===== config.mk =====
export PLATFORM = sky130hd
export DESIGN_NAME = interval_timer
export DESIGN_NICKNAME = d
export VERILOG_FILES = /design/src/rtl/tmr_pkg.sv /design/src/rtl/tmr_chan.sv /design/src/rtl/tmr_free.sv /design/src/rtl/interval_timer.sv
export SDC_FILE = /design/constraint.sdc
export NUM_CORES = 1
export LEC_CHECK = 0
export CAP_MARGIN = 20
export CORE_MARGIN = 1
export CORE_UTILIZATION = 34
export CTS_CLUSTER_DIAMETER = 150
export DETAILED_ROUTE_END_ITERATION = 10
export DONT_BUFFER_PORTS = 1
export PLACE_DENSITY = 0.51
export RECOVER_POWER = 50
export SYNTH_ARGS = -nofsm -noshare
export SYNTH_HDL_FRONTEND = slang
export SYNTH_SLANG_ARGS = --single-unit

===== constraint.sdc =====
create_clock -name clk -period 2.8 [get_ports clk]
set_input_delay 0.14 -clock clk [delete_from_list [all_inputs] [get_ports clk]]
set_output_delay 0.14 -clock clk [all_outputs]
set_load 0.02 [all_outputs]

===== src/rtl/tmr_pkg.sv =====
// Shared constants and types for the interval timer.
// Assumes byte addressing with word-aligned registers.
package tmr_pkg;

    localparam int BUS_AW       = 8;
    localparam int BUS_DW       = 32;
    localparam int NUM_CH       = 3;

    // Control register bit positions
    localparam int CTL_EN_BIT   = 7;
    localparam int CTL_PER_BIT  = 6;
    localparam int CTL_FAST_BIT = 3;

    // Register selector within a channel window (address bits 3:2)
    localparam logic [1:0] SEL_LOAD  = 2'd0;
    localparam logic [1:0] SEL_VALUE = 2'd1;
    localparam logic [1:0] SEL_CTRL  = 2'd2;
    localparam logic [1:0] SEL_CLEAR = 2'd3;

    // 40-bit counter register addresses
    localparam logic [BUS_AW-1:0] FREE_LO_ADDR = 8'h60;
    localparam logic [BUS_AW-1:0] FREE_HI_ADDR = 8'h64;
    localparam int                FREE_EN_BIT  = 8;

    typedef struct packed {
        logic en;
        logic periodic;
        logic fast;
    } chan_ctrl_t;

    // Base address of channel idx
    function automatic logic [BUS_AW-1:0] chan_base(input int idx);
        case (idx)
            0:       return 8'h00;
            1:       return 8'h20;
            default: return 8'h80;
        endcase
    endfunction

endpackage


===== src/rtl/tmr_chan.sv =====
// One reloadable down-counting channel of width W.
// Assumes: the tick inputs are single-cycle enables, and a load write
// takes priority over a tick in the same cycle. An underflow beats a
// clear write in the same cycle.
module tmr_chan
    import tmr_pkg::*;
#(
    parameter int W = 16
) (
    input  logic             clk,
    input  logic             rst_n,
    input  logic             tick_fast,
    input  logic             tick_slow,
    input  logic             load_we,
    input  logic [W-1:0]     load_d,
    input  logic             ctrl_we,
    input  chan_ctrl_t       ctrl_d,
    input  logic             clr_we,
    output logic [W-1:0]     load_q,
    output logic [W-1:0]     value_q,
    output chan_ctrl_t       ctrl_q,
    output logic             irq
);

    logic sel_tick;
    logic step;
    logic uflow;

    // Pick the tick rate and decide whether this cycle counts
    always_comb begin
        sel_tick = ctrl_q.fast ? tick_fast : tick_slow;
        step     = ctrl_q.en && sel_tick && !load_we;
        uflow    = step && (value_q == '0);
    end

    // Load register
    always_ff @(posedge clk) begin
        if (!rst_n)       load_q <= '0;
        else if (load_we) load_q <= load_d;
    end

    // Control register
    always_ff @(posedge clk) begin
        if (!rst_n)       ctrl_q <= '0;
        else if (ctrl_we) ctrl_q <= ctrl_d;
    end

    // Live count: load copy, decrement, reload or wrap
    always_ff @(posedge clk) begin
        if (!rst_n)            value_q <= '0;
        else if (load_we)      value_q <= load_d;
        else if (uflow)        value_q <= ctrl_q.periodic ? load_q : '1;
        else if (step)         value_q <= value_q - W'(1);
    end

    // Interrupt level: set on underflow, cleared by a clear write
    always_ff @(posedge clk) begin
        if (!rst_n)      irq <= 1'b0;
        else if (uflow)  irq <= 1'b1;
        else if (clr_we) irq <= 1'b0;
    end

    a_r8_uflow_beats_clear: assert property (@(posedge clk) disable iff (!rst_n)
        (uflow && clr_we) |=> irq);

    a_r7_irq_holds: assert property (@(posedge clk) disable iff (!rst_n)
        (irq && !clr_we) |=> irq);

    a_r5_reload: assert property (@(posedge clk) disable iff (!rst_n)
        (uflow && ctrl_q.periodic) |=> (value_q == $past(load_q)));

    a_r6_wrap: assert property (@(posedge clk) disable iff (!rst_n)
        (uflow && !ctrl_q.periodic) |=> (value_q == {W{1'b1}}));

    a_r9_stopped_holds: assert property (@(posedge clk) disable iff (!rst_n)
        (!ctrl_q.en && !load_we) |=> $stable(value_q));

    a_r4_unselected_tick: assert property (@(posedge clk) disable iff (!rst_n)
        (ctrl_q.en && !load_we && !(ctrl_q.fast ? tick_fast : tick_slow)) |=> $stable(value_q));

endmodule


===== src/rtl/tmr_free.sv =====
// Free-running up-counter of width W with a software enable.
// Assumes W is between 33 and 40 so the high part fits one byte.
// It never interrupts and wraps silently.
module tmr_free #(
    parameter int W = 40
) (
    input  logic         clk,
    input  logic         rst_n,
    input  logic         tick,
    input  logic         en_we,
    input  logic         en_d,
    output logic [W-1:0] count,
    output logic         en_q
);

    // Enable bit, written through the high-word register
    always_ff @(posedge clk) begin
        if (!rst_n)     en_q <= 1'b0;
        else if (en_we) en_q <= en_d;
    end

    // Count up once per tick while enabled
    always_ff @(posedge clk) begin
        if (!rst_n)            count <= '0;
        else if (en_q && tick) count <= count + W'(1);
    end

    a_r10_counts: assert property (@(posedge clk) disable iff (!rst_n)
        (en_q && tick) |=> (count == $past(count) + W'(1)));

    a_r10_holds: assert property (@(posedge clk) disable iff (!rst_n)
        !(en_q && tick) |=> $stable(count));

endmodule


===== src/rtl/interval_timer.sv =====
// Interval timer top: address decode, three channels of mixed width,
// a free-running counter, and the combinational read mux.
// Assumes one bus write per cycle strobe and word-aligned addresses.
// Misaligned or unmapped addresses read zero.
module interval_timer
    import tmr_pkg::*;
#(
    parameter int NARROW_W = 16,
    parameter int WIDE_W   = 32,
    parameter int FREE_W   = 40
) (
    input  logic              clk,
    input  logic              rst_n,
    input  logic [BUS_AW-1:0] bus_addr,
    input  logic              bus_wr,
    input  logic [BUS_DW-1:0] bus_wdata,
    output logic [BUS_DW-1:0] bus_rdata,
    input  logic              tick_fast,
    input  logic              tick_slow,
    input  logic              tick_free,
    output logic [NUM_CH-1:0] irq
);

    localparam int HI_W = FREE_W - 32;

    logic [NUM_CH-1:0] chan_hit;
    logic [1:0]        reg_sel;
    logic              free_lo_hit;
    logic              free_hi_hit;
    logic              mapped;
    chan_ctrl_t        ctrl_wd;

    logic [BUS_DW-1:0] ld_ext  [NUM_CH];
    logic [BUS_DW-1:0] val_ext [NUM_CH];
    chan_ctrl_t        ctl_q   [NUM_CH];

    logic [FREE_W-1:0] free_cnt;
    logic              free_en;

    // Address decode shared by reads and writes
    always_comb begin
        reg_sel     = bus_addr[3:2];
        free_lo_hit = (bus_addr == FREE_LO_ADDR);
        free_hi_hit = (bus_addr == FREE_HI_ADDR);
        for (int i = 0; i < NUM_CH; i++) begin
            chan_hit[i] = (bus_addr[7:4] == chan_base(i)[7:4]) && (bus_addr[1:0] == 2'b00);
        end
        ctrl_wd.en       = bus_wdata[CTL_EN_BIT];
        ctrl_wd.periodic = bus_wdata[CTL_PER_BIT];
        ctrl_wd.fast     = bus_wdata[CTL_FAST_BIT];
    end

    for (genvar g = 0; g < NUM_CH; g++) begin : g_chan
        localparam int CW = (g == NUM_CH - 1) ? WIDE_W : NARROW_W;
        logic [CW-1:0] ld_w;
        logic [CW-1:0] val_w;

        tmr_chan #(.W(CW)) u_chan (
            .clk       (clk),
            .rst_n     (rst_n),
            .tick_fast (tick_fast),
            .tick_slow (tick_slow),
            .load_we   (bus_wr && chan_hit[g] && (reg_sel == SEL_LOAD)),
            .load_d    (bus_wdata[CW-1:0]),
            .ctrl_we   (bus_wr && chan_hit[g] && (reg_sel == SEL_CTRL)),
            .ctrl_d    (ctrl_wd),
            .clr_we    (bus_wr && chan_hit[g] && (reg_sel == SEL_CLEAR)),
            .load_q    (ld_w),
            .value_q   (val_w),
            .ctrl_q    (ctl_q[g]),
            .irq       (irq[g])
        );

        assign ld_ext[g]  = BUS_DW'(ld_w);
        assign val_ext[g] = BUS_DW'(val_w);
    end

    tmr_free #(.W(FREE_W)) u_free (
        .clk   (clk),
        .rst_n (rst_n),
        .tick  (tick_free),
        .en_we (bus_wr && free_hi_hit),
        .en_d  (bus_wdata[FREE_EN_BIT]),
        .count (free_cnt),
        .en_q  (free_en)
    );

    // Read mux: one source per mapped address, zero elsewhere
    always_comb begin
        bus_rdata = '0;
        mapped    = 1'b0;
        for (int i = 0; i < NUM_CH; i++) begin
            if (chan_hit[i]) begin
                mapped = 1'b1;
                case (reg_sel)
                    SEL_LOAD:  bus_rdata = ld_ext[i];
                    SEL_VALUE: bus_rdata = val_ext[i];
                    SEL_CTRL: begin
                        bus_rdata[CTL_EN_BIT]   = ctl_q[i].en;
                        bus_rdata[CTL_PER_BIT]  = ctl_q[i].periodic;
                        bus_rdata[CTL_FAST_BIT] = ctl_q[i].fast;
                    end
                    default:   bus_rdata = '0;
                endcase
            end
        end
        if (free_lo_hit) begin
            mapped    = 1'b1;
            bus_rdata = free_cnt[31:0];
        end
        if (free_hi_hit) begin
            mapped                 = 1'b1;
            bus_rdata[HI_W-1:0]    = free_cnt[FREE_W-1:32];
            bus_rdata[FREE_EN_BIT] = free_en;
        end
    end

    a_r11_unmapped_zero: assert property (@(posedge clk) disable iff (!rst_n)
        !mapped |-> (bus_rdata == '0));

    a_r1_no_irq_after_reset: assert property (@(posedge clk)
        !rst_n |=> (irq == '0));

endmodule


# Word level (Yosys, flattened, before mapping)
# Index checks and enable logic that the tools add are counted.
# classes
n_addsub	4
n_mul	0
n_div	0
order_cmp	0
n_eq_ne	7
shift	0
muxes	41
n_bitwise	0
reduce_logical	41
# ops
operator	count
32-bit two-way mux	7
16-bit two-way mux	9
24-bit case mux with 3 select lines	2
40-bit by 1-bit adder with 40-bit output (second input constant)	1
16-bit zero test	2
32-bit zero test	1
16-bit by 1-bit subtractor with 16-bit output (second input constant)	2
32-bit by 1-bit subtractor with 32-bit output (second input constant)	1
2-bit case mux with 3 select lines	5
1-bit logical AND	26
3-bit case mux with 3 select lines	2
8-bit by 7-bit == test with 1-bit output (second input constant)	2
8-bit case mux with 2 select lines	1
1-bit two-way mux	9
9-bit two-way mux	1
1-bit case mux with 3 select lines	3
3-bit nonzero test	3
3-bit case mux with 2 select lines	1
2-bit nonzero test	3
2-bit == test (second input constant)	2
4-bit by 2-bit == test with 1-bit output (second input constant)	1
4-bit == test (second input constant)	1
2-bit zero test	2
4-bit zero test	1
other kinds (3)	5
# totals
register_bits	181
latchBits	0
ramBits	0
mem_bits_ro	0
in_bits	46
out_inout_bits	35
word_cells	113
mem_count	0

# Longest topological paths before layout
# Gate-level depths: netlist (run 1).
# depth
ltp_word	9
mapped_depth	10
mapped_depth_nobuf	8

# Modules after synthesis
# A second synthesis (run 1) with hierarchy kept.
# hier_totals
cells_unflattened	1364
hier_area_um2	11020.6
# by_module_without_submodules
mod	instances	cells_per_inst	area_per_inst_um2	seq_area_each_um2
tmr_chan (g_chan[0].u_chan ...)	2	217	1853.0	720.7
tmr_chan (g_chan[2].u_chan)	1	430	3558.4	1361.3
tmr_free	1	234	1974.4	820.8
interval_timer	1	266	1781.7	0.0

# Worst setup path after synthesis (run 1)
# OpenSTA, ideal clock, no wires.
# synth_timing
path_type	flip-flop to flip-flop
from	register g_chan[2].u_chan.value_q[16]
to	register g_chan[2].u_chan.value_q[5]
setup_time_ns	0.117
arrival_ns	2.633
required_ns	2.683
path_slack_ns	0.050
path_stages_with_launch	10
n_path_buf	3
period_less_slack_ns	2.750
path_cell_list	dfxtp_1 > or4_4 > or4_1 > buf_2 > or3_1 > and3b_1 > buf_6 > buf_12 > nand3b_1 > a32o_1
# synth_between
elab_chain_len	4
word_cells_on_any_way	5
cone_classes	mux: 2; reduce/logical: 3
# synth_lines
element	line_no	source
from (decl)	tmr_chan.sv:20	output logic [W-1:0] value_q,
from (signal assigned)	tmr_chan.sv:51	else if (load_we) value_q <= load_d;
from (signal assigned)	tmr_chan.sv:52	else if (uflow) value_q <= ctrl_q.periodic ? load_q : '1;
from (signal assigned)	tmr_chan.sv:53	else if (step) value_q <= value_q - W'(1);
32-bit zero test (*)	tmr_chan.sv:33	uflow = step && (value_q == '0);
1-bit logical AND (*)	tmr_chan.sv:33	
32-bit two-way mux	tmr_chan.sv:52	
32-bit two-way mux	tmr_chan.sv:51	
# Every way passes the cells marked *; elsewhere a longest branch is shown, timed or not.
# A chain may end at the register's enable or synchronous reset.

# Worst setup path after layout (run 1)
# layout_timing
from	register g_chan[2].u_chan.value_q[16]
to	register g_chan[2].u_chan.value_q[15]
# Same word-level chain as after synthesis.

==> impl_table.tex, run 1 <==
\begin{tabular}{lr}
\hline
Metric & Value \\
\hline
\multicolumn{2}{l}{\textbf{Run status}} \\
Outcome & completed \\
\multicolumn{2}{l}{\textbf{Timing}} \\
Post-route worst hold slack & 0.04367 ns \\
Max frequency & 371.2 MHz \\
Final number of setup-violating endpoints & 0 \\
Final TNS setup & 0 ns \\
Max-slew violation count & 0 \\
Clk\_skew & about 0.010 ns \\
Final count of hold timing violations & 0 \\
RSZ-0062 raised after global routing & false \\
Slew margin rel. & 33.57\% \\
Time the final worst path needs with I/O delays and setup & 2.694 ns \\
Pin slew with the least headroom to its limit & 0.9910 ns \\
Fraction of the cycle the final worst path needs & between 90\% and 100\% \\
PnR worst setup slack & 0.1062 ns \\
\multicolumn{2}{l}{\textbf{Drt}} \\
Remaining antenna violation count after routing & 0 \\
First-iteration detailed-routing DRC count & between 800 and 900 \\
M1 WL & approximately 17000 um \\
DR WL met3 & 2490 um \\
Post-detailed-route via-to-cell ratio & around 5.7 \\
Number of DRC violations after detailed routing & 0 \\
Wire length per cell & 21.09 um \\
First drt pass iteration count & 5 \\
Highest metal layer with signal wires & met4 \\
DR WL met2 & 16820 um \\
DR vias & a little over 10000 \\
Final routed wirelength across all metal layers & 37760 um \\
\multicolumn{2}{l}{\textbf{Layout}} \\
Fillers & 3075 \\
Layout Cells excl Fill & 1790 \\
Final cell utilization of the core & 39.77\% \\
Register Area & between 3000 and 4000 um2 \\
Syn-to-layout area delta & 14.66\% \\
Net count reported at finish & 1437 \\
Layout cell share with drive strength beyond 1 & approximately 7.3\% \\
Total area of multi-input combinational cells & 6201 um2 \\
Final instance area & about 12000 um2 \\
\multicolumn{2}{l}{\textbf{Flow run}} \\
Max Cap Viol & 0 \\
\multicolumn{2}{l}{\textbf{Worst setup path}} \\
Required arrival time at the worst endpoint & 3.14 ns \\
Critical Setup Path Class & flop to flop \\
Data arrival time of the critical path & between 3 and 4 ns \\
Critical path peak fanout & 14 \\
Worst setup EP type & flop \\
Kind of launch point of the worst setup path & flop \\
\multicolumn{2}{l}{\textbf{Synth}} \\
Leading cell type by number of instances after synthesis & nand2\_1 \\
Mapped Cells & 1360 \\
Ranking of synthesized cells by area & dfxtp\_1 (35\%), nand2\_1 (8.6\%), a21oi\_1 (6.4\%) \\
Syn nets & between 1000 and 1500 \\
Area share of the largest cell type after synthesis & 35.15\% \\
EDFF count, synth & 0 \\
Synthesized flop and latch total & 181 \\
Post-synth ARST share & 0\% \\
Sequential share of the synthesized area & 35.15\% \\
Main flop type after synthesis & dfxtp\_1 \\
Yosys cell types & 65 \\
Synthesized cell area & 10310 um2 \\
Yosys synthesis warning count & 0 \\
Leading post-synthesis cells by instance count & nand2\_1 (235), dfxtp\_1 (181), a21oi\_1 (132) \\
Average size of a mapped cell & 7.579 um2 \\
Top cell type by total area after synthesis & dfxtp\_1 \\
\multicolumn{2}{l}{\textbf{Global route}} \\
Antenna violations before repair & 1 \\
Pin count of the biggest net entering global routing & 150 \\
Final global-route overflow total & 0 \\
Via count of the first global-routing pass & 9806 \\
Global-route wire length before repair & just under 60000 um \\
GRT Util Overall & 24.70\% \\
\multicolumn{2}{l}{\textbf{Place}} \\
Number of cells after detailed placement & about 1700 \\
Gpl congestion & 0.9306 \\
Pre-CTS setup slack & 0.08614 ns \\
Placed wire-length estimate & 26450 um \\
Placed inst area & 10940 um2 \\
Number of buffers inserted by port buffering & 0 \\
\multicolumn{2}{l}{\textbf{Clock tree}} \\
TritonCTS Buffers & 17 \\
Clock Sink Count & 181 \\
Skew-Pair Late Insertion Delay & 0.45 ns \\
Clk Tree Root Cell & clkbuf\_16 \\
Maximum number of buffers from clock root to sink & 2 \\
TritonCTS clock tree & built \\
Number of H-tree levels & 4 \\
Postcts setup bufs & 0 \\
CTS clk-pin slew, worst paths & 0.08 ns \\
\multicolumn{2}{l}{\textbf{Pwr}} \\
Maximum ir drop on the vdd rail & 0.0004057 V \\
Power after layout & about 5.3 mW \\
Power per Cell Area & 452.0 nW/um2 \\
Pleak & 4.111 nW \\
\multicolumn{2}{l}{\textbf{Floorplanning}} \\
I/O pin total & 81 \\
Vertical extent of the die & 176.1 um \\
Die Outline Area & 31020 um2 \\
Core footprint & 29720 um2 \\
Starting utilization of the core area & 34.68\% \\
Total number of placement rows & 63 \\
X dimension of the die & 176.1 um \\
\multicolumn{2}{l}{\textbf{Worst hold path}} \\
Worst hold path class & input pin to flop \\
\hline
\end{tabular}
-- placed cells by master (no fill, tap or decap), types with 22 or more instances in the layout --
master,count
xnor2_1,51
nand3_1,41
dlygate4sd3_1,35
buf_4,44
nor2_1,129
nor3_1,34
xor2_1,24
inv_1,29
o22ai_1,22
nand2_1,235
a21oi_1,132
dfxtp_1,181
mux2i_1,53
a21boi_0,23
o21ai_0,55
-- path summary, 6_finish.rpt --
check                                                  start                           end  slack [ns]  cells past startpoint
worst max-delay path            g_chan[2].u_chan.value_q[16]  g_chan[2].u_chan.value_q[15]        0.11                      7
worst min-delay path                             bus_addr[3]                   u_free.en_q        0.04                      4
worst max register to register  g_chan[2].u_chan.value_q[16]  g_chan[2].u_chan.value_q[15]        0.11                      7
worst min register to register   g_chan[2].u_chan.load_q[15]   g_chan[2].u_chan.load_q[15]        0.47                      2
-- area by class of cell --
class,count,area share (%)
antenna,1,0.02117
sequential,181,30.66
clock buffer,17,3.599
tap,390,4.129
multi-input combinational,1057,52.47
timing repair buffer,100,6.839
inverter,30,0.9740
clock inverter,14,1.313
-- logic make-up (layout without fill, tap and decap cells) --
group,after synthesis,count (layout),share of synthesized area (%)
buffers and inverters,122,161,4.831
AOI/OAI and AO/OA,347,347,21.26
DFF,181,181,35.15
other,0,1,0
xor gates and xnor gates,75,75,6.373
adders and majority gates,4,4,0.4856
muxes,62,62,6.130
and+or+nand+nor,569,569,25.77
-- repair_timing --
| item | CTS | global route |
|---|---|---|
| endpoints found under the hold margin | 127 | 0 |
| setup endpoints to repair | 0 | 6 |
| gates resized for setup | 0 | 1 |
| hold buffers | 36 | 0 |
-- where the power goes --
part | internal [mW] | switching (mW)
combinational | 0.113 | 0.176
sequential | 2.58 | 0.00781
clock | 1.32 | 1.15
total | 4.01 | 1.33
-- worst max-delay path, stage by stage, from the launching register on --
cell      delay, ns
dfxtp_1        0.32
or4_4          0.56
or4_4          0.51
or3_1          0.39
and3b_1        0.27
buf_12         0.16
nand3b_1       0.09
a32o_1         0.27
-- routing by layer --
layer  up-vias  track usage, %
met5         -               0
met4         0           8.696
met3        56           5.362
met2       316           38.17
met1      4898           33.68
li1       4937               -
-- sequential cells by signal, indices dropped and copies added (netlist names) --
name,cells
g_chan.u_chan.irq,3
g_chan.u_chan.ctrl_q,9
g_chan.u_chan.value_q,64
g_chan.u_chan.load_q,64
u_free.en_q,1
u_free.count,40
(Power assumes the default switching activity.)
==> run 2: changes to the inputs <==
Settings changed: GPL_TIMING_DRIVEN from default to 0, RECOVER_POWER 50 to default.
==> impl_table.tex, run 2 (synthesis results as in run 1) <==
\begin{tabular}{lr}
\hline
Metric & Value \\
\hline
\multicolumn{2}{l}{\textbf{Run status}} \\
Outcome & completed \\
\multicolumn{2}{l}{\textbf{Layout}} \\
Net count reported at finish & 1473 (+2.5\%) \\
Layout Cells excl Fill & 1826 (+2.0\%) \\
Layout cell share with drive strength beyond 1 & 7.875\% (+0.58 points) \\
Most common cell after layout, fill and taps aside & nand2\_1 \\
Final cell utilization of the core & 40.69\% (+0.92 points) \\
Most used cells in the layout excluding fill and tap cells & nand2\_1 (235), dfxtp\_1 (177), nor2\_1 (128) \\
Syn-to-layout area delta & 17.31\% \\
Largest registers ranked by flip-flop count & g\_chan.u\_chan.load\_q: 64 flops, g\_chan.u\_chan.value\_q: 64 flops, u\_free.count: 40 flops \\
\multicolumn{2}{l}{\textbf{Global route}} \\
Antenna violations before repair & 1 (unchanged) \\
GRT Util Overall & 27.78\% (+3.1 points) \\
Via count of the first global-routing pass & 9943 (+1.4\%) \\
Final global-route overflow total & 0 (unchanged) \\
Global-route wire length before repair & 63980 um (+9.3\%) \\
Pin count of the biggest net entering global routing & 17 (-89\%) \\
\multicolumn{2}{l}{\textbf{Timing}} \\
Slew margin rel. & 36.38\% (+2.8 points) \\
Max-slew violation count & 0 (unchanged) \\
RSZ-0062 raised after global routing & true \\
Final count of hold timing violations & 0 (unchanged) \\
Clk\_skew & 0.01233 ns (+0.001900 ns) \\
Pin slew with the least headroom to its limit & 0.9544 ns (-0.03667 ns) \\
Fraction of the cycle the final worst path needs & 98.60\% (+2.4 points) \\
Max frequency & 362.2 MHz (-2.4\%) \\
Time the final worst path needs with I/O delays and setup & 2.761 ns (+0.06685 ns) \\
Final number of setup-violating endpoints & 0 (unchanged) \\
\multicolumn{2}{l}{\textbf{Worst setup path}} \\
Critical-path cell with the highest stage delay & or4\_4 \\
Kind of launch point of the worst setup path & flop \\
Startpoint of the worst setup timing path & g\_chan[2].u\_chan.value\_q[17] \\
Data arrival time of the critical path & 3.12 ns (+0.08 ns) \\
Reg2Reg Depth & 9 (+2) \\
Largest stage delay on the critical path & 0.54 ns (-0.02 ns) \\
Worst setup EP type & flop \\
Cell-by-cell trace of the critical path & or4\_4, or4\_4, or3\_4, and3b\_1, buf\_6, buf\_12, buf\_12, nand3b\_1, a32o\_1 \\
Worst reg2reg path startpoint & g\_chan[2].u\_chan.value\_q[17] \\
Number of stages on the worst setup path & 9 (+2) \\
Sum of buffers and inverters on the critical path & 3 (+2) \\
Reg-to-reg critical path endpoint & g\_chan[2].u\_chan.value\_q[15] \\
Required arrival time at the worst endpoint & 3.16 ns (+0.02 ns) \\
Critical Setup Path Class & flop to flop \\
Cell family with most CP delay & simple AND/OR/NAND/NOR gates \\
Critical path peak fanout & 5 (-9) \\
Reg-to-reg slack, setup & 0.04 ns (-0.07 ns) \\
\multicolumn{2}{l}{\textbf{Clock tree}} \\
Clock Sink Count & 181 (unchanged) \\
Clk Tree Root Cell & clkbuf\_16 \\
CTS clk-pin slew, worst paths & 0.08 ns (about the same) \\
TritonCTS clock tree & built \\
Number of H-tree levels & 4 (unchanged) \\
Skew-Pair Late Insertion Delay & 0.46 ns (about the same) \\
Maximum number of buffers from clock root to sink & 2 (unchanged) \\
TritonCTS Buffers & 17 (unchanged) \\
\multicolumn{2}{l}{\textbf{Floorplanning}} \\
Total number of placement rows & 63 (unchanged) \\
Core footprint & 29720 um2 (unchanged) \\
X dimension of the die & 176.1 um (unchanged) \\
I/O pin total & 81 (unchanged) \\
Vertical extent of the die & 176.1 um (unchanged) \\
Die Outline Area & 31020 um2 (unchanged) \\
Starting utilization of the core area & 34.68\% (unchanged) \\
\multicolumn{2}{l}{\textbf{Worst hold path}} \\
WHS Path Cells & 4 (unchanged) \\
Hold path endpoint & u\_free.en\_q \\
Worst Hold Launch & bus\_addr[1] \\
Worst hold path class & input pin to flop \\
\multicolumn{2}{l}{\textbf{Drt}} \\
Remaining antenna violation count after routing & 0 (unchanged) \\
Number of DRC violations after detailed routing & 0 (unchanged) \\
Wire length per cell & 23.51 um (+11\%) \\
First drt pass iteration count & 5 (unchanged) \\
Final routed wirelength across all metal layers & 42930 um (+14\%) \\
DR vias & 10670 (+4.5\%) \\
First-iteration detailed-routing DRC count & 1027 (+21\%) \\
Post-detailed-route via-to-cell ratio & 5.843 (+2.5\%) \\
\multicolumn{2}{l}{\textbf{Place}} \\
Placed wire-length estimate & 31320 um (+18\%) \\
Number of buffers inserted by port buffering & 0 (unchanged) \\
Gpl congestion & 0.9727 (+4.5\%) \\
Number of cells after detailed placement & 1752 (+1.7\%) \\
\multicolumn{2}{l}{\textbf{Flow run}} \\
Max Cap Viol & 0 (unchanged) \\
\multicolumn{2}{l}{\textbf{Pwr}} \\
Power per Cell Area & 446.4 nW/um2 (-1.2\%) \\
Power after layout & 5.398 mW (+1.0\%) \\
Pleak & 4.108 nW (about the same) \\
Maximum ir drop on the vdd rail & 0.0004410 V (+8.7\%) \\
\hline
\end{tabular}
==> run 2: cell count changes in the layout (fill, tap and decap cells not counted), moves of 5 or more <==
cell      previous run  this run
clkbuf_2             0         7
a21oi_2              0         5
o22ai_1             22        16
buf_1                0         7
a21oi_1            132       126
buf_4               44        13
clkbuf_1            18        64
==> run 2: worst max-delay path by stage <==
| stage | endpoint |
|---|---|
| global placement | u_free.count[22] |
| detailed placement | bus_rdata[15] |
| floorplan | g_chan[2].u_chan.value_q[5] |
| finish | g_chan[2].u_chan.value_q[15] |
| CTS | bus_rdata[10] |
| global route | g_chan[2].u_chan.value_q[15] |
==> run 2: final cells by class <==
class | instances | area [um2]
inverter | 30 | 112.6
sequential | 181 | 3633
buffer | 87 | 380.4
tap | 390 | 488.0
timing repair buffer | 49 | 515.5
antenna | 1 | 2.502
clock buffer | 18 | 439.2
clock inverter | 13 | 123.9
fill | 3117 | 17630
multi-input combinational | 1057 | 6396
==> run 2: what timing repair did <==
item,4_1_cts,5_1_grt
cloned,1,0
buffers inserted,9,2
hold endpoints to repair,127,0
hold buffers,35,0
endpoints found under the setup margin,58,80
pin swaps,4,13
gates resized for setup,35,34
==> run 2: report_power, final <==
| group | internal, mW | switching, mW | leakage (nW) |
|---|---|---|---|
| Sequential | 2.58 | 0.00790 | 1.46 |
| Combinational | 0.120 | 0.254 | 2.38 |
| Clock | 1.26 | 1.18 | 0.270 |
==> run 2: through the flow <==
stage | area, um2 | hold slack [ns] | setup slack [ns] | TNS (ns)
detailed placement | 10810 | 0.2836 | -0.4390 | -11.85
global route | 12090 | 0.06611 | -0.02935 | -0.04115
CTS | 11990 | 0.01618 | 0.001916 | 0
floorplan | 10310 | 0.2760 | 0.05002 | 0
finish | 12090 | 0.03473 | 0.03931 | 0
global placement | 10800 | 0.2793 | -0.5091 | -18.40
==> run 2: metal layers <==
layer | global-route usage, % | wire [um] | vias to the layer above | share of wire [%]
met4 | 11.12 | 1383 | 0 | 3.2
met1 | 38.25 | 19400 | 5144 | 45
met2 | 42.09 | 18790 | 447 | 44
met5 | 0 | 0 | - | 0
li1 | - | - | 5003 | -
met3 | 5.685 | 3353 | 76 | 7.8
==> run 2: tightest hold or removal path, cell delays in order <==
cell and delay [ns]:
nor4_4 0.04, nand3_1 0.11, mux2i_1 0.08, nor2_1 0.07
==> run 3: changes to the inputs <==
==> constraint.sdc (replaced) <==
create_clock -name clk -period 2.8 [get_ports clk]
set_input_delay 0.14 -clock clk [delete_from_list [all_inputs] [get_ports clk]]
set_output_delay 0.14 -clock clk [all_outputs]
set_load 0.01 [all_outputs]
==> impl_table.tex, run 3 (synthesis results as in run 1) <==
\begin{tabular}{lr}
\hline
Metric & Value \\
\hline
\multicolumn{2}{l}{\textbf{Worst setup path}} \\
Required arrival time at the worst endpoint & 3.12 ns (-0.04 ns) \\
Cell-by-cell trace of the critical path & or4\_4, or4\_4, buf\_4, or2\_2, or4\_4, o221ai\_2, a21oi\_1 \\
Data arrival time of the critical path & 3.09 ns (-0.03 ns) \\
Worst setup EP type & flop \\
Critical path peak fanout & 4 (-1) \\
Worst reg2reg path startpoint & g\_chan[2].u\_chan.value\_q[17] \\
Critical Setup Path Class & flop to flop \\
Kind of launch point of the worst setup path & flop \\
Reg-to-reg slack, setup & 0.02 ns (-0.02 ns) \\
Reg2Reg Depth & 7 (-2) \\
Critical-path cell with the highest stage delay & or4\_4 \\
Reg-to-reg critical path endpoint & g\_chan[2].u\_chan.value\_q[30] \\
Dominant cell type by count on the critical path & or4\_4 \\
Largest stage delay on the critical path & 0.54 ns (about the same) \\
\multicolumn{2}{l}{\textbf{Layout}} \\
Layout Cells excl Fill & 1827 (+0.055\%) \\
Most used cells in the layout excluding fill and tap cells & nand2\_1 (235), dfxtp\_1 (177), a21oi\_1 (129) \\
Largest registers ranked by flip-flop count & g\_chan.u\_chan.load\_q: 64 flops, g\_chan.u\_chan.value\_q: 64 flops, u\_free.count: 40 flops \\
Net count reported at finish & 1474 (+0.068\%) \\
Fillers & 3120 (+0.096\%) \\
Syn-to-layout area delta & 17.03\% \\
Layout cell share with drive strength beyond 1 & 7.382\% (-0.49 points) \\
Final cell utilization of the core & 40.59\% (-0.097 points) \\
Most common cell after layout, fill and taps aside & nand2\_1 \\
\multicolumn{2}{l}{\textbf{Timing}} \\
Time the final worst path needs with I/O delays and setup & 2.776 ns (+0.01531 ns) \\
Max-slew violation count & 0 (unchanged) \\
RSZ-0062 raised after global routing & true \\
Max frequency & 360.2 MHz (-0.55\%) \\
Pin slew with the least headroom to its limit & 0.9551 ns (+0.0007496 ns) \\
Final number of setup-violating endpoints & 0 (unchanged) \\
Final count of hold timing violations & 0 (unchanged) \\
Clk\_skew & 0.01179 ns (-0.0005308 ns) \\
Fraction of the cycle the final worst path needs & 99.14\% (+0.55 points) \\
Slew margin rel. & 36.33\% (-0.050 points) \\
\multicolumn{2}{l}{\textbf{Global route}} \\
Global-route wire length before repair & 63900 um (-0.13\%) \\
GRT Util Overall & 27.76\% (about the same) \\
Via count of the first global-routing pass & 9935 (-0.080\%) \\
Final global-route overflow total & 0 (unchanged) \\
Antenna violations before repair & 1 (unchanged) \\
Pin count of the biggest net entering global routing & 17 (unchanged) \\
\multicolumn{2}{l}{\textbf{Drt}} \\
Final routed wirelength across all metal layers & 42970 um (+0.10\%) \\
Wire length per cell & 23.52 um (about the same) \\
Post-detailed-route via-to-cell ratio & 5.854 (+0.19\%) \\
DR vias & 10696 (+0.24\%) \\
First drt pass iteration count & 6 (+1) \\
Number of DRC violations after detailed routing & 0 (unchanged) \\
First-iteration detailed-routing DRC count & 1082 (+5.4\%) \\
Remaining antenna violation count after routing & 0 (unchanged) \\
\multicolumn{2}{l}{\textbf{Worst hold path}} \\
Worst Hold Launch & bus\_addr[1] \\
Hold path endpoint & u\_free.en\_q \\
WHS Path Cells & 4 (unchanged) \\
Worst hold path class & input pin to flop \\
\multicolumn{2}{l}{\textbf{Clock tree}} \\
CTS clk-pin slew, worst paths & 0.08 ns (about the same) \\
Number of H-tree levels & 4 (unchanged) \\
Maximum number of buffers from clock root to sink & 2 (unchanged) \\
Clock Sink Count & 181 (unchanged) \\
Skew-Pair Late Insertion Delay & 0.45 ns (about the same) \\
Clk Tree Root Cell & clkbuf\_16 \\
TritonCTS clock tree & built \\
TritonCTS Buffers & 17 (unchanged) \\
\multicolumn{2}{l}{\textbf{Floorplanning}} \\
Vertical extent of the die & 176.1 um (unchanged) \\
X dimension of the die & 176.1 um (unchanged) \\
Die Outline Area & 31020 um2 (unchanged) \\
Core footprint & 29720 um2 (unchanged) \\
I/O pin total & 81 (unchanged) \\
Total number of placement rows & 63 (unchanged) \\
Starting utilization of the core area & 34.68\% (unchanged) \\
\multicolumn{2}{l}{\textbf{Run status}} \\
Outcome & completed \\
\multicolumn{2}{l}{\textbf{Flow run}} \\
Max Cap Viol & 0 (unchanged) \\
\multicolumn{2}{l}{\textbf{Place}} \\
Number of buffers inserted by port buffering & 0 (unchanged) \\
Number of cells after detailed placement & 1752 (unchanged) \\
Placed wire-length estimate & 31320 um (unchanged) \\
Gpl congestion & 0.9727 (unchanged) \\
\multicolumn{2}{l}{\textbf{Pwr}} \\
Maximum ir drop on the vdd rail & 0.0004413 V (about the same) \\
Pleak & 4.095 nW (-0.31\%) \\
Power per Cell Area & 447.9 nW/um2 (+0.33\%) \\
\hline
\end{tabular}
-- run 3: cell types whose count changed in the layout (fill, tap and decap cells not counted), moves of 2 or more --
cell / change
clkbuf_1: +4
a21oi_2: -2
a21oi_1: +3
buf_2: -2
clkbuf_2: -2
-- run 3: worst max-delay path by stage --
stage                                            start                      endpoint  slack [ns]
final                     g_chan[2].u_chan.value_q[17]  g_chan[2].u_chan.value_q[30]        0.02
after global routing      g_chan[2].u_chan.value_q[17]  g_chan[2].u_chan.value_q[30]       -0.03
after floorplan           g_chan[2].u_chan.value_q[16]   g_chan[2].u_chan.value_q[5]        0.05
after detailed placement                   bus_addr[5]                 bus_rdata[19]       -0.33
after CTS                                  bus_addr[7]                 bus_rdata[13]       -0.02
after global placement                 u_free.count[6]              u_free.count[22]       -0.51
-- run 3: cell type report --
cell class	count	area, um2	area share [%]
Sequential cell	181	3633	30.12
Buffer	88	379.1	3.143
Clock inverter	13	123.9	1.027
Multi-Input combinational cell	1057	6369	52.80
Clock buffer	18	439.2	3.641
Inverter	30	112.6	0.9335
Tap cell	390	488.0	4.045
Timing Repair Buffer	49	515.5	4.273
Antenna cell	1	2.502	0.02074
-- run 3: critical path, delay by kind of cell, from the launching register on --
family	cells	cell delay, ns
flip-flops	1	0.35
AO/OA/AOI/OAI	2	0.19
AND/OR/NAND/NOR	4	1.92
buffers and inverters	1	0.17
-- run 3: where the power goes --
part / internal (mW) / switching [mW] / leakage (nW)
clock: 1.26 / 1.19 / 0.270
sequential: 2.58 / 0.00797 / 1.46
combinational: 0.118 / 0.252 / 2.37
-- run 3: through the flow --
stage,setup WS (ns),cell area [um2],TNS (ns),power (mW),hold slack [ns]
after global routing,-0.03171,12060,-0.1141,5.517,0.06611
after detailed placement,-0.3257,10810,-9.119,2.923,0.2836
after CTS,-0.01817,11970,-0.01817,5.398,0.01618
final,0.02400,12060,0,5.402,0.03208
after global placement,-0.5091,10800,-15.72,2.922,0.2793
after floorplan,0.05002,10310,0,2.824,0.2760
-- run 3: layer usage --
metal  part of all wire (%)  wire (um)  global-route usage, %
met1                     45      19320                  38.23
met3                    7.9       3404                  5.685
met5                      0          0                      0
met2                     44      18920                  42.06
met4                    3.1       1324                  11.12
-- run 3: repair_timing --
action / CTS / global route
setup buffers: 9 / 2
setup endpoints to repair: 52 / 68
pin swaps: 4 / 10
hold buffers: 35 / 0
gates resized for setup: 28 / 30
endpoints found under the hold margin: 127 / 0
gates cloned: 1 / 0
